<file path="config.mk">
export PLATFORM = sky130hd
export DESIGN_NAME = frame_header_tracker
export DESIGN_NICKNAME = d
export VERILOG_FILES = /design/src/rtl/fhf_pkg.sv /design/src/rtl/fhf_run_detect.sv /design/src/rtl/fhf_lock_tracker.sv /design/src/rtl/fhf_frame_seq.sv /design/src/rtl/fhf_chan_capture.sv /design/src/rtl/frame_header_tracker.sv
export SDC_FILE = /design/constraint.sdc
export NUM_CORES = 1
export LEC_CHECK = 0
export ABC_AREA = 1
export BUFFER_PORTS_ARGS = -buffer_cell sky130_fd_sc_hd__buf_4
export CAP_MARGIN = 20
export CORE_MARGIN = 8
export CORE_UTILIZATION = 59
export CTS_BUF_LIST = sky130_fd_sc_hd__clkbuf_2 sky130_fd_sc_hd__clkbuf_4 sky130_fd_sc_hd__clkbuf_8
export DETAILED_ROUTE_END_ITERATION = 16
export PLACE_DENSITY = 0.88
export SYNTH_ARGS = -nofsm -noshare
export SYNTH_HDL_FRONTEND = slang
export SYNTH_HIERARCHICAL = 1
export SYNTH_SLANG_ARGS = --single-unit
</file>
<file path="constraint.sdc">
create_clock -name clk_i -period 6 [get_ports clk_i]
set_clock_uncertainty 0.2 [all_clocks]
set_input_delay 0.6 -clock clk_i [delete_from_list [all_inputs] [get_ports clk_i]]
set_output_delay 0.6 -clock clk_i [all_outputs]
set_load 0.1 [all_outputs]
</file>
<file path="src/rtl/fhf_pkg.sv">
`timescale 1ns/1ps
package fhf_pkg;
  // events decoded from the master channel run counter
  typedef struct packed {
    logic header;  // run just reached the programmed header length
    logic marker;  // short run ended on this sample
  } run_evt_t;
endpackage

</file>
<file path="src/rtl/fhf_run_detect.sv">
`timescale 1ns/1ps
module fhf_run_detect
  import fhf_pkg::*;
#(
  parameter int SAMPLE_W = 10,
  parameter int HDR_W    = 4
) (
  input  logic                clk_i,
  input  logic                rst_ni,
  input  logic [SAMPLE_W-1:0] sample_i,
  input  logic [SAMPLE_W-1:0] thresh_i,
  input  logic [HDR_W-1:0]    hdr_len_i,
  input  logic                hold_i,
  output run_evt_t            evt_o
);
  localparam logic [HDR_W-1:0] RUN_MAX = {HDR_W{1'b1}};

  logic             hi;
  logic [HDR_W-1:0] run_q, run_d;

  always_comb begin
    hi           = sample_i > thresh_i;
    evt_o.header = hi && (({1'b0, run_q} + (HDR_W+1)'(1)) == {1'b0, hdr_len_i});
    evt_o.marker = !hi && (run_q != '0) && (run_q < hdr_len_i);
    if (hold_i || !hi)          run_d = '0;
    else if (run_q != RUN_MAX)  run_d = run_q + 1'b1;
    else                        run_d = run_q;
  end

  always_ff @(posedge clk_i or negedge rst_ni) begin
    if (!rst_ni) run_q <= '0;
    else         run_q <= run_d;
  end


  marker_after_high_chk: assert property (@(posedge clk_i) disable iff (!rst_ni)
    evt_o.marker |-> ($past(sample_i) > $past(thresh_i)));
endmodule

</file>
<file path="src/rtl/fhf_lock_tracker.sv">
`timescale 1ns/1ps
module fhf_lock_tracker #(
  parameter int IDLE_PERIOD = 70,
  parameter int LOCK_COUNT  = 3
) (
  input  logic clk_i,
  input  logic rst_ni,
  input  logic marker_evt_i,
  input  logic header_cand_i,
  input  logic in_frame_i,
  input  logic frame_end_i,
  output logic locked_o,
  output logic hdr_accept_o
);
  localparam int MK_W = $clog2(IDLE_PERIOD + 2);
  localparam int ST_W = $clog2(LOCK_COUNT + 1);
  localparam logic [MK_W-1:0] DUE  = MK_W'(IDLE_PERIOD);
  localparam logic [MK_W-1:0] LATE = MK_W'(IDLE_PERIOD + 1);

  logic [MK_W-1:0] since_q, since_d;
  logic [ST_W-1:0] streak_q, streak_d;
  logic            locked_q, locked_d;
  logic            trail_q, trail_d;
  logic            due;

  always_comb begin
    since_d  = since_q;
    streak_d = streak_q;
    locked_d = locked_q;
    trail_d  = trail_q;
    due      = since_q == DUE;
    if (frame_end_i) begin
      since_d = MK_W'(1);
      trail_d = 1'b1;
    end else if (in_frame_i) begin
      since_d = since_q;
    end else if (marker_evt_i) begin
      since_d = MK_W'(1);
      if (trail_q) begin
        trail_d = 1'b0;
      end else if (streak_q != '0 && due) begin
        streak_d = (streak_q == ST_W'(LOCK_COUNT)) ? streak_q : streak_q + 1'b1;
        locked_d = ({1'b0, streak_q} + (ST_W+1)'(1)) >= (ST_W+1)'(LOCK_COUNT);
      end else begin
        streak_d = ST_W'(1);
        locked_d = (LOCK_COUNT == 1);
      end
    end else if (due && (streak_q != '0 || trail_q)) begin
      streak_d = '0;
      locked_d = 1'b0;
      trail_d  = 1'b0;
      since_d  = LATE;
    end else if (since_q != LATE) begin
      since_d = since_q + 1'b1;
    end
  end

  always_ff @(posedge clk_i or negedge rst_ni) begin
    if (!rst_ni) begin
      since_q  <= '0;
      streak_q <= '0;
      locked_q <= 1'b0;
      trail_q  <= 1'b0;
    end else begin
      since_q  <= since_d;
      streak_q <= streak_d;
      locked_q <= locked_d;
      trail_q  <= trail_d;
    end
  end

  assign locked_o     = locked_q;
  assign hdr_accept_o = header_cand_i && locked_q && !in_frame_i && !trail_q && (since_q < DUE);


  lock_rise_chk: assert property (@(posedge clk_i) disable iff (!rst_ni)
    $rose(locked_q) |-> $past(marker_evt_i));

  frame_freeze_chk: assert property (@(posedge clk_i) disable iff (!rst_ni)
    in_frame_i |=> $stable(locked_q));

  lock_loss_cause_chk: assert property (@(posedge clk_i) disable iff (!rst_ni)
    $fell(locked_q) |-> ($past(marker_evt_i) || $past(since_q) == DUE));
endmodule

</file>
<file path="src/rtl/fhf_frame_seq.sv">
`timescale 1ns/1ps
module fhf_frame_seq #(
  parameter int PAYLOAD_LEN = 256,
  localparam int IDX_W      = $clog2(PAYLOAD_LEN)
) (
  input  logic             clk_i,
  input  logic             rst_ni,
  input  logic             hdr_accept_i,
  output logic             in_frame_o,
  output logic             frame_end_o,
  output logic             valid_o,
  output logic             start_o,
  output logic [IDX_W-1:0] idx_o
);
  localparam logic [IDX_W-1:0] LAST = IDX_W'(PAYLOAD_LEN - 1);

  logic             in_frame_q, in_frame_d;
  logic [IDX_W-1:0] idx_q, idx_d, idx_out_q, idx_out_d;
  logic             valid_q, valid_d, start_q, start_d;

  always_comb begin
    in_frame_d = in_frame_q;
    idx_d      = idx_q;
    valid_d    = in_frame_q;
    start_d    = in_frame_q && (idx_q == '0);
    idx_out_d  = in_frame_q ? idx_q : idx_out_q;
    if (hdr_accept_i) begin
      in_frame_d = 1'b1;
      idx_d      = '0;
    end else if (in_frame_q) begin
      if (idx_q == LAST) begin
        in_frame_d = 1'b0;
        idx_d      = '0;
      end else begin
        idx_d = idx_q + 1'b1;
      end
    end
  end

  always_ff @(posedge clk_i or negedge rst_ni) begin
    if (!rst_ni) begin
      in_frame_q <= 1'b0;
      idx_q      <= '0;
      idx_out_q  <= '0;
      valid_q    <= 1'b0;
      start_q    <= 1'b0;
    end else begin
      in_frame_q <= in_frame_d;
      idx_q      <= idx_d;
      idx_out_q  <= idx_out_d;
      valid_q    <= valid_d;
      start_q    <= start_d;
    end
  end

  assign in_frame_o  = in_frame_q;
  assign frame_end_o = in_frame_q && (idx_q == LAST);
  assign valid_o     = valid_q;
  assign start_o     = start_q;
  assign idx_o       = idx_out_q;


  accept_opens_chk: assert property (@(posedge clk_i) disable iff (!rst_ni)
    hdr_accept_i |=> (in_frame_q && idx_q == '0));

  start_at_zero_chk: assert property (@(posedge clk_i) disable iff (!rst_ni)
    start_q |-> (valid_q && idx_out_q == '0));

  idx_step_chk: assert property (@(posedge clk_i) disable iff (!rst_ni)
    (valid_q && idx_out_q != LAST) |=> (valid_q && idx_out_q == $past(idx_out_q) + 1'b1));

  last_closes_chk: assert property (@(posedge clk_i) disable iff (!rst_ni)
    (valid_q && idx_out_q == LAST) |=> !valid_q);
endmodule

</file>
<file path="src/rtl/fhf_chan_capture.sv">
`timescale 1ns/1ps
module fhf_chan_capture #(
  parameter int SAMPLE_W = 10
) (
  input  logic                clk_i,
  input  logic                rst_ni,
  input  logic [SAMPLE_W-1:0] sample_i,
  input  logic                cap_payload_i,
  input  logic                cap_header_i,
  output logic [SAMPLE_W-1:0] payload_o,
  output logic [SAMPLE_W-1:0] height_o
);
  logic [SAMPLE_W-1:0] pay_q, pay_d, hgt_q, hgt_d;

  always_comb begin
    pay_d = cap_payload_i ? sample_i : pay_q;
    hgt_d = cap_header_i  ? sample_i : hgt_q;
  end

  always_ff @(posedge clk_i or negedge rst_ni) begin
    if (!rst_ni) begin
      pay_q <= '0;
      hgt_q <= '0;
    end else begin
      pay_q <= pay_d;
      hgt_q <= hgt_d;
    end
  end

  assign payload_o = pay_q;
  assign height_o  = hgt_q;


  height_hold_chk: assert property (@(posedge clk_i) disable iff (!rst_ni)
    !cap_header_i |=> $stable(hgt_q));
endmodule

</file>
<file path="src/rtl/frame_header_tracker.sv">
`timescale 1ns/1ps
module frame_header_tracker
  import fhf_pkg::*;
#(
  parameter int NUM_CH      = 4,
  parameter int SAMPLE_W    = 10,
  parameter int HDR_W       = 4,
  parameter int IDLE_PERIOD = 70,
  parameter int LOCK_COUNT  = 3,
  parameter int PAYLOAD_LEN = 256,
  localparam int IDX_W      = $clog2(PAYLOAD_LEN),
  localparam int BUS_W      = NUM_CH * SAMPLE_W
) (
  input  logic                clk_i,
  input  logic                rst_ni,
  input  logic [SAMPLE_W-1:0] thresh_i,
  input  logic [HDR_W-1:0]    hdr_len_i,
  input  logic [BUS_W-1:0]    samples_i,
  output logic                locked_o,
  output logic                frame_start_o,
  output logic                sample_valid_o,
  output logic [IDX_W-1:0]    sample_index_o,
  output logic [BUS_W-1:0]    samples_o,
  output logic [BUS_W-1:0]    hdr_height_o
);
  logic     rst_meta_q, rst_sync_q;
  run_evt_t evt;
  logic     in_frame, frame_end, hdr_accept, hold;

  always_ff @(posedge clk_i or negedge rst_ni) begin
    if (!rst_ni) begin
      rst_meta_q <= 1'b0;
      rst_sync_q <= 1'b0;
    end else begin
      rst_meta_q <= 1'b1;
      rst_sync_q <= rst_meta_q;
    end
  end

  assign hold = in_frame || hdr_accept;

  fhf_run_detect #(.SAMPLE_W(SAMPLE_W), .HDR_W(HDR_W)) u_run (
    .clk_i     (clk_i),
    .rst_ni    (rst_sync_q),
    .sample_i  (samples_i[SAMPLE_W-1:0]),
    .thresh_i  (thresh_i),
    .hdr_len_i (hdr_len_i),
    .hold_i    (hold),
    .evt_o     (evt)
  );

  fhf_lock_tracker #(.IDLE_PERIOD(IDLE_PERIOD), .LOCK_COUNT(LOCK_COUNT)) u_lock (
    .clk_i         (clk_i),
    .rst_ni        (rst_sync_q),
    .marker_evt_i  (evt.marker),
    .header_cand_i (evt.header),
    .in_frame_i    (in_frame),
    .frame_end_i   (frame_end),
    .locked_o      (locked_o),
    .hdr_accept_o  (hdr_accept)
  );

  fhf_frame_seq #(.PAYLOAD_LEN(PAYLOAD_LEN)) u_seq (
    .clk_i        (clk_i),
    .rst_ni       (rst_sync_q),
    .hdr_accept_i (hdr_accept),
    .in_frame_o   (in_frame),
    .frame_end_o  (frame_end),
    .valid_o      (sample_valid_o),
    .start_o      (frame_start_o),
    .idx_o        (sample_index_o)
  );

  for (genvar c = 0; c < NUM_CH; c++) begin : g_ch
    fhf_chan_capture #(.SAMPLE_W(SAMPLE_W)) u_cap (
      .clk_i         (clk_i),
      .rst_ni        (rst_sync_q),
      .sample_i      (samples_i[c*SAMPLE_W +: SAMPLE_W]),
      .cap_payload_i (in_frame),
      .cap_header_i  (hdr_accept),
      .payload_o     (samples_o[c*SAMPLE_W +: SAMPLE_W]),
      .height_o      (hdr_height_o[c*SAMPLE_W +: SAMPLE_W])
    );
  end
endmodule

</file>
Word-level counts from Yosys, hierarchy flattened
Index checks and enable logic that the tools add are counted.
{"block": "op_classes", "addsub": 6, "n_lt_le_gt_ge": 4, "eq_ne": 9, "muxes": 25, "bitwise_logic": 2, "reduce_logical": 29}
{"cell": "$mux W7", "n": 5}
{"cell": "$mux W8", "n": 3}
{"cell": "$logic_and A1 B1 Y1", "n": 11}
{"cell": "$gt A10 B10 Y1", "n": 1}
{"cell": "$mux W1", "n": 10}
{"cell": "$mux W2", "n": 5}
{"cell": "$add A8 B1 Y8 const B", "n": 1}
{"cell": "$eq A8 B8 Y1 const B", "n": 1}
{"cell": "$logic_not A8 Y1", "n": 1}
{"cell": "$mux W4", "n": 2}
{"cell": "$reduce_bool A2 Y1", "n": 4}
{"cell": "$reduce_bool A4 Y1", "n": 2}
{"cell": "$add A7 B1 Y7 const B", "n": 1}
{"cell": "$eq A7 B7 Y1 const B", "n": 1}
{"cell": "$lt A7 B7 Y1 const B", "n": 1}
{"cell": "$ne A7 B7 Y1 const B", "n": 1}
{"cell": "$add A4 B1 Y5 const B", "n": 1}
{"cell": "$eq A5 B4 Y1", "n": 1}
{"cell": "$reduce_and A5 Y1", "n": 1}
{"cell": "$add A4 B1 Y4 const B", "n": 1}
{"cell": "$lt A4 B4 Y1", "n": 1}
{"cell": "$ne A2 B2 Y1 const B", "n": 2}
{"cell": "$ne A4 B4 Y1 const B", "n": 1}
{"cell": "$reduce_and A2 Y1", "n": 2}
{"cell": "other kinds (10)", "n": 15}
{"block": "word_totals", "register_bits": 116, "in_bits": 56, "elab_cells": 95}

Logic depth before layout (Yosys ltp)
{"block": "logic_depth", "ltp_word": 10, "ltp_mapped": 17}

By module
The synthesis kept the hierarchy.
{"mod": "fhf_chan_capture", "instances": 4, "cells_per_inst": 84, "area_each_um2": 755.7}
{"mod": "fhf_frame_seq", "instances": 1, "cells_per_inst": 108, "area_each_um2": 873.3}
{"mod": "fhf_lock_tracker", "instances": 1, "cells_per_inst": 112, "area_each_um2": 858.3}
{"mod": "fhf_run_detect", "instances": 1, "cells_per_inst": 109, "area_each_um2": 700.7}
{"mod": "frame_header_tracker", "instances": 1, "cells_per_inst": 6, "area_each_um2": 65.1}

Worst setup path after synthesis
Ideal clock, no wire load.
{"block": "synth_timing", "path_type": "input to register", "start": "input port thresh_i[9]", "end": "register u_seq.idx_q[4]", "setup_time_ns": 0.138, "arrival_ns": 2.721, "required_ns": 5.662, "slack_ns": 2.941, "path_stages": 13, "path_cell_list": "inv_1 > ha_1 > nand2_2 > nor2_4 > nand3_1 > nand3_2 > nand2_1 > nor2_1 > nand3_1 > a21oi_1 > nor2_1 > nand2_1 > o21ai_0"}
{"element": "start: declaration", "line": "frame_header_tracker.sv:16", "text": "input logic [SAMPLE_W-1:0] thresh_i,"}
{"element": "end signal: assignment", "line": "fhf_frame_seq.sv:49", "text": "idx_q <= idx_d;"}
{"element": "end: declaration", "line": "fhf_frame_seq.sv:18", "text": "logic [IDX_W-1:0] idx_q, idx_d, idx_out_q, idx_out_d;"}

==> reports/qor.csv <==
metric,value,unit
r2r_start,u_run/run_q[0]$_DFFE_PN0P_,
timing.rr.end,u_seq/idx_q[5]$_DFFE_PN0P_,
worst-path-stages,14,
drt_first_pass_iters,5,
nFillCells,629,
crit_family,simple AND/OR/NAND/NOR gates,
antenna_found_initial,0,
syn-num-nets,751,
grt_max_degree,62,
p_leak,4.05,nW
yosysWarnings,6,
finalSetupTns,0,ns
end_kind,register,
ys_ff_latch,116,
ctsResizeCount,0,
cp_data_required_time,6.08,ns
antenna_left,0,
slowest_delay,0.48,ns
fmax,0.363,GHz
portBuffers,146,
crit_fanout,48,
setup_viol,0,
wl_per_cell,15.0,um
synthCells,671,
period_share,45.9,%
hold_buffers,1,
min_to,rst_sync_q$_DFF_PN0_,
syn_area,0.00552,mm^2
worst-r2r-cell-count,14,
hold_violations,0,
path_cells,inv_1 > ha_1 > nor2_1 > nor2_1 > nand3_1 > nor2_1 > nand3_1 > nor2_1 > nand3_1 > a21oi_4 > buf_4 > nor2_1 > nand2_1 > nand2_1,
synth_flop_cell,dfrtp_1,
status,finished clean,
worst-endpoint-arrival,2.83,ns
rows,35,
die_w,113,um
async_flop_share,100,%
cts.sinks,116,
p_per_area,234,mW/mm^2
place_area,0.00667,mm^2
cts_tree,built,
ys_seq_area_share,52.6,%
hold_start,rst_meta_q$_DFF_PN0_,
synth.distinct_cells,31,
seq_area,0.00291,mm^2
cts_buffers,17,
grt_pass1_wl,23800,um
finalPower,1.65,mW
grt_usage,23.2,%
vdd_drop_max,0.140,mV
design_area,0.00704,mm^2
layout_min_cycle_time,2.75,ns
remaining_drc_errors,0,
multi_input_area,0.00227,mm^2
final-instance-count-excl-fill,952,
dieArea,0.0127,mm^2
crit_type,reg -> reg,
die_h,113,um
post_cts_buffers,0,
slew_headroom,48.6,%
drt-initial-drc-count,376,
htree_levels,4,
cts-root-to-sink-buffers,2,
insertion_delay,0.41,ns
r2r_slack,3.25,ns
cpMostUsedCell,nor2_1,
vias_per_cell,5.16,
start_util,60.3,%
nNetsFinal,908,
gp_congestion,0.923,
crit_slowest_cell,buf_4,
whs,0.169,ns
clkTransAtPathRegs,0.08,ns
hold_class,reg -> reg,
io_pins,147,
placedCellCount,919,
synth_edf_count,0,
routed_wl,14300,um
grt_pass1_vias,5092,
area_growth,27.5,%
cp-start-kind,register,
slew_viol_final,0,
whs_path_depth,0,
root_buffer,clkbuf_8,
core,0.00915,mm^2
diodes,0,
cap_violations,0,
via_count,4916,
syn_area_per_cell,8.23,um^2
dpl.hpwl,10600,um
worst_pin_slew,0.770,ns
grt_setup_unrepaired,no,
drive_above_1_share,25.7,%
gr-total-overflow,0,
path_buf_inv,2,
cell usage after synthesis, drive strengths merged, types with 2 or more instances:
cell type    n  area share (%)
nand3       26             2.9
buf         12             2.2
ha          24             5.4
xor2         5            0.79
o21bai       2            0.27
dfrtp      116              53
inv         64             4.4
nand4        8            0.91
o21ai       17             1.9
nand2      348              24
nor2        35             3.0
a21oi        7            0.63
area by class of cell:
cell class	instances	area share, %
clock buffers	18	3.52
clock inverters	14	1.51
inverters	64	3.41
multi-input cells	479	32.2
flip-flops and latches	116	41.3
well taps	111	1.97
repair buffers	150	16.0
power breakdown:
part	total, mW	internal, mW	switching (mW)	leakage [nW]
combinational	0.206	0.0563	0.150	2.39
sequential	0.812	0.796	0.0160	1.49
clock	0.628	0.300	0.328	0.172
routing by layer:
| layer | up-vias | routed length [um] | global-route usage [%] |
|---|---|---|---|
| met3 | 30 | 1080 | 6.66 |
| met1 | 2332 | 5780 | 27.1 |
| met5 | - | 0 | 0 |
| met4 | 0 | 316 | 11.1 |
| li1 | 2375 | - | - |
| met2 | 179 | 7120 | 38.7 |
stage by stage:
stage,utilization [%],setup slack [ns]
3_3_place_gp,72.9,2.99
6_report,76.9,3.25
4_1_cts,76.9,3.24
3_5_place_dp,72.9,2.91
2_1_floorplan,-,2.33
5_1_grt,76.9,2.97
sequential cells by signal (all words and copies together) (netlist names):
name / flops
u_seq/idx_o: 8
g_ch.u_cap/height_o: 40
u_seq/in_frame_o: 1
u_seq/valid_o: 1
u_lock/trail_q: 1
rst_meta_q: 1
rst_sync_q: 1
u_lock/streak_q: 2
u_seq/start_o: 1
u_lock/since_q: 7
g_ch.u_cap/payload_o: 40
u_seq/idx_q: 8
u_run/run_q: 4
u_lock/locked_o: 1
cells in the final DEF, fill, tap and decap left out, types with 2 or more instances in the layout:
cell | Yosys | layout
dfrtp_1 | 116 | 114
clkinvlp_4 | 0 | 4
nor2_1 | 29 | 29
nand2_2 | 5 | 5
nand4_1 | 8 | 8
nand2_4 | 2 | 2
ha_1 | 24 | 24
o21bai_1 | 2 | 2
o21ai_0 | 10 | 10
a21oi_1 | 7 | 6
nor2_2 | 4 | 4
buf_4 | 2 | 149
xor2_1 | 5 | 5
nand3_1 | 22 | 22
clkinv_4 | 0 | 4
inv_1 | 55 | 55
clkinv_2 | 0 | 3
clkbuf_8 | 0 | 18
nand2_1 | 341 | 341
o21ai_2 | 6 | 6
nand3_2 | 3 | 3
inv_6 | 0 | 3
inv_2 | 9 | 9
cells by family (layout without fill, tap and decap cells):
logic type	count (synthesis)	in the layout	share of synthesized area (%)
xor gates and xnor gates	5	5	0.793
buffers and inverters	76	246	6.55
and+or+nand+nor	419	419	31.2
DFF	116	116	52.6
AOI/OAI and AO/OA	30	30	3.40
adders and majority gates	24	24	5.44
other	1	1	0.0679
worst max path at each step:
stage                                                  to                       start
finish                         u_seq/idx_q[5]$_DFFE_PN0P_  u_run/run_q[0]$_DFFE_PN0P_
global route                   u_seq/idx_q[4]$_DFFE_PN0P_  u_run/run_q[0]$_DFFE_PN0P_
CTS                         u_lock/since_q[6]$_DFFE_PN0P_  u_seq/in_frame_o$_DFF_PN0_
detailed placement             u_seq/idx_q[4]$_DFFE_PN0P_                samples_i[5]
global placement               u_seq/idx_q[4]$_DFFE_PN0P_                samples_i[5]
floorplan           g_ch[0].u_cap/height_o[0]$_DFFE_PN0P_        rst_sync_q$_DFF_PN0_
No activity file was read; power rests on OpenSTA's default activity.
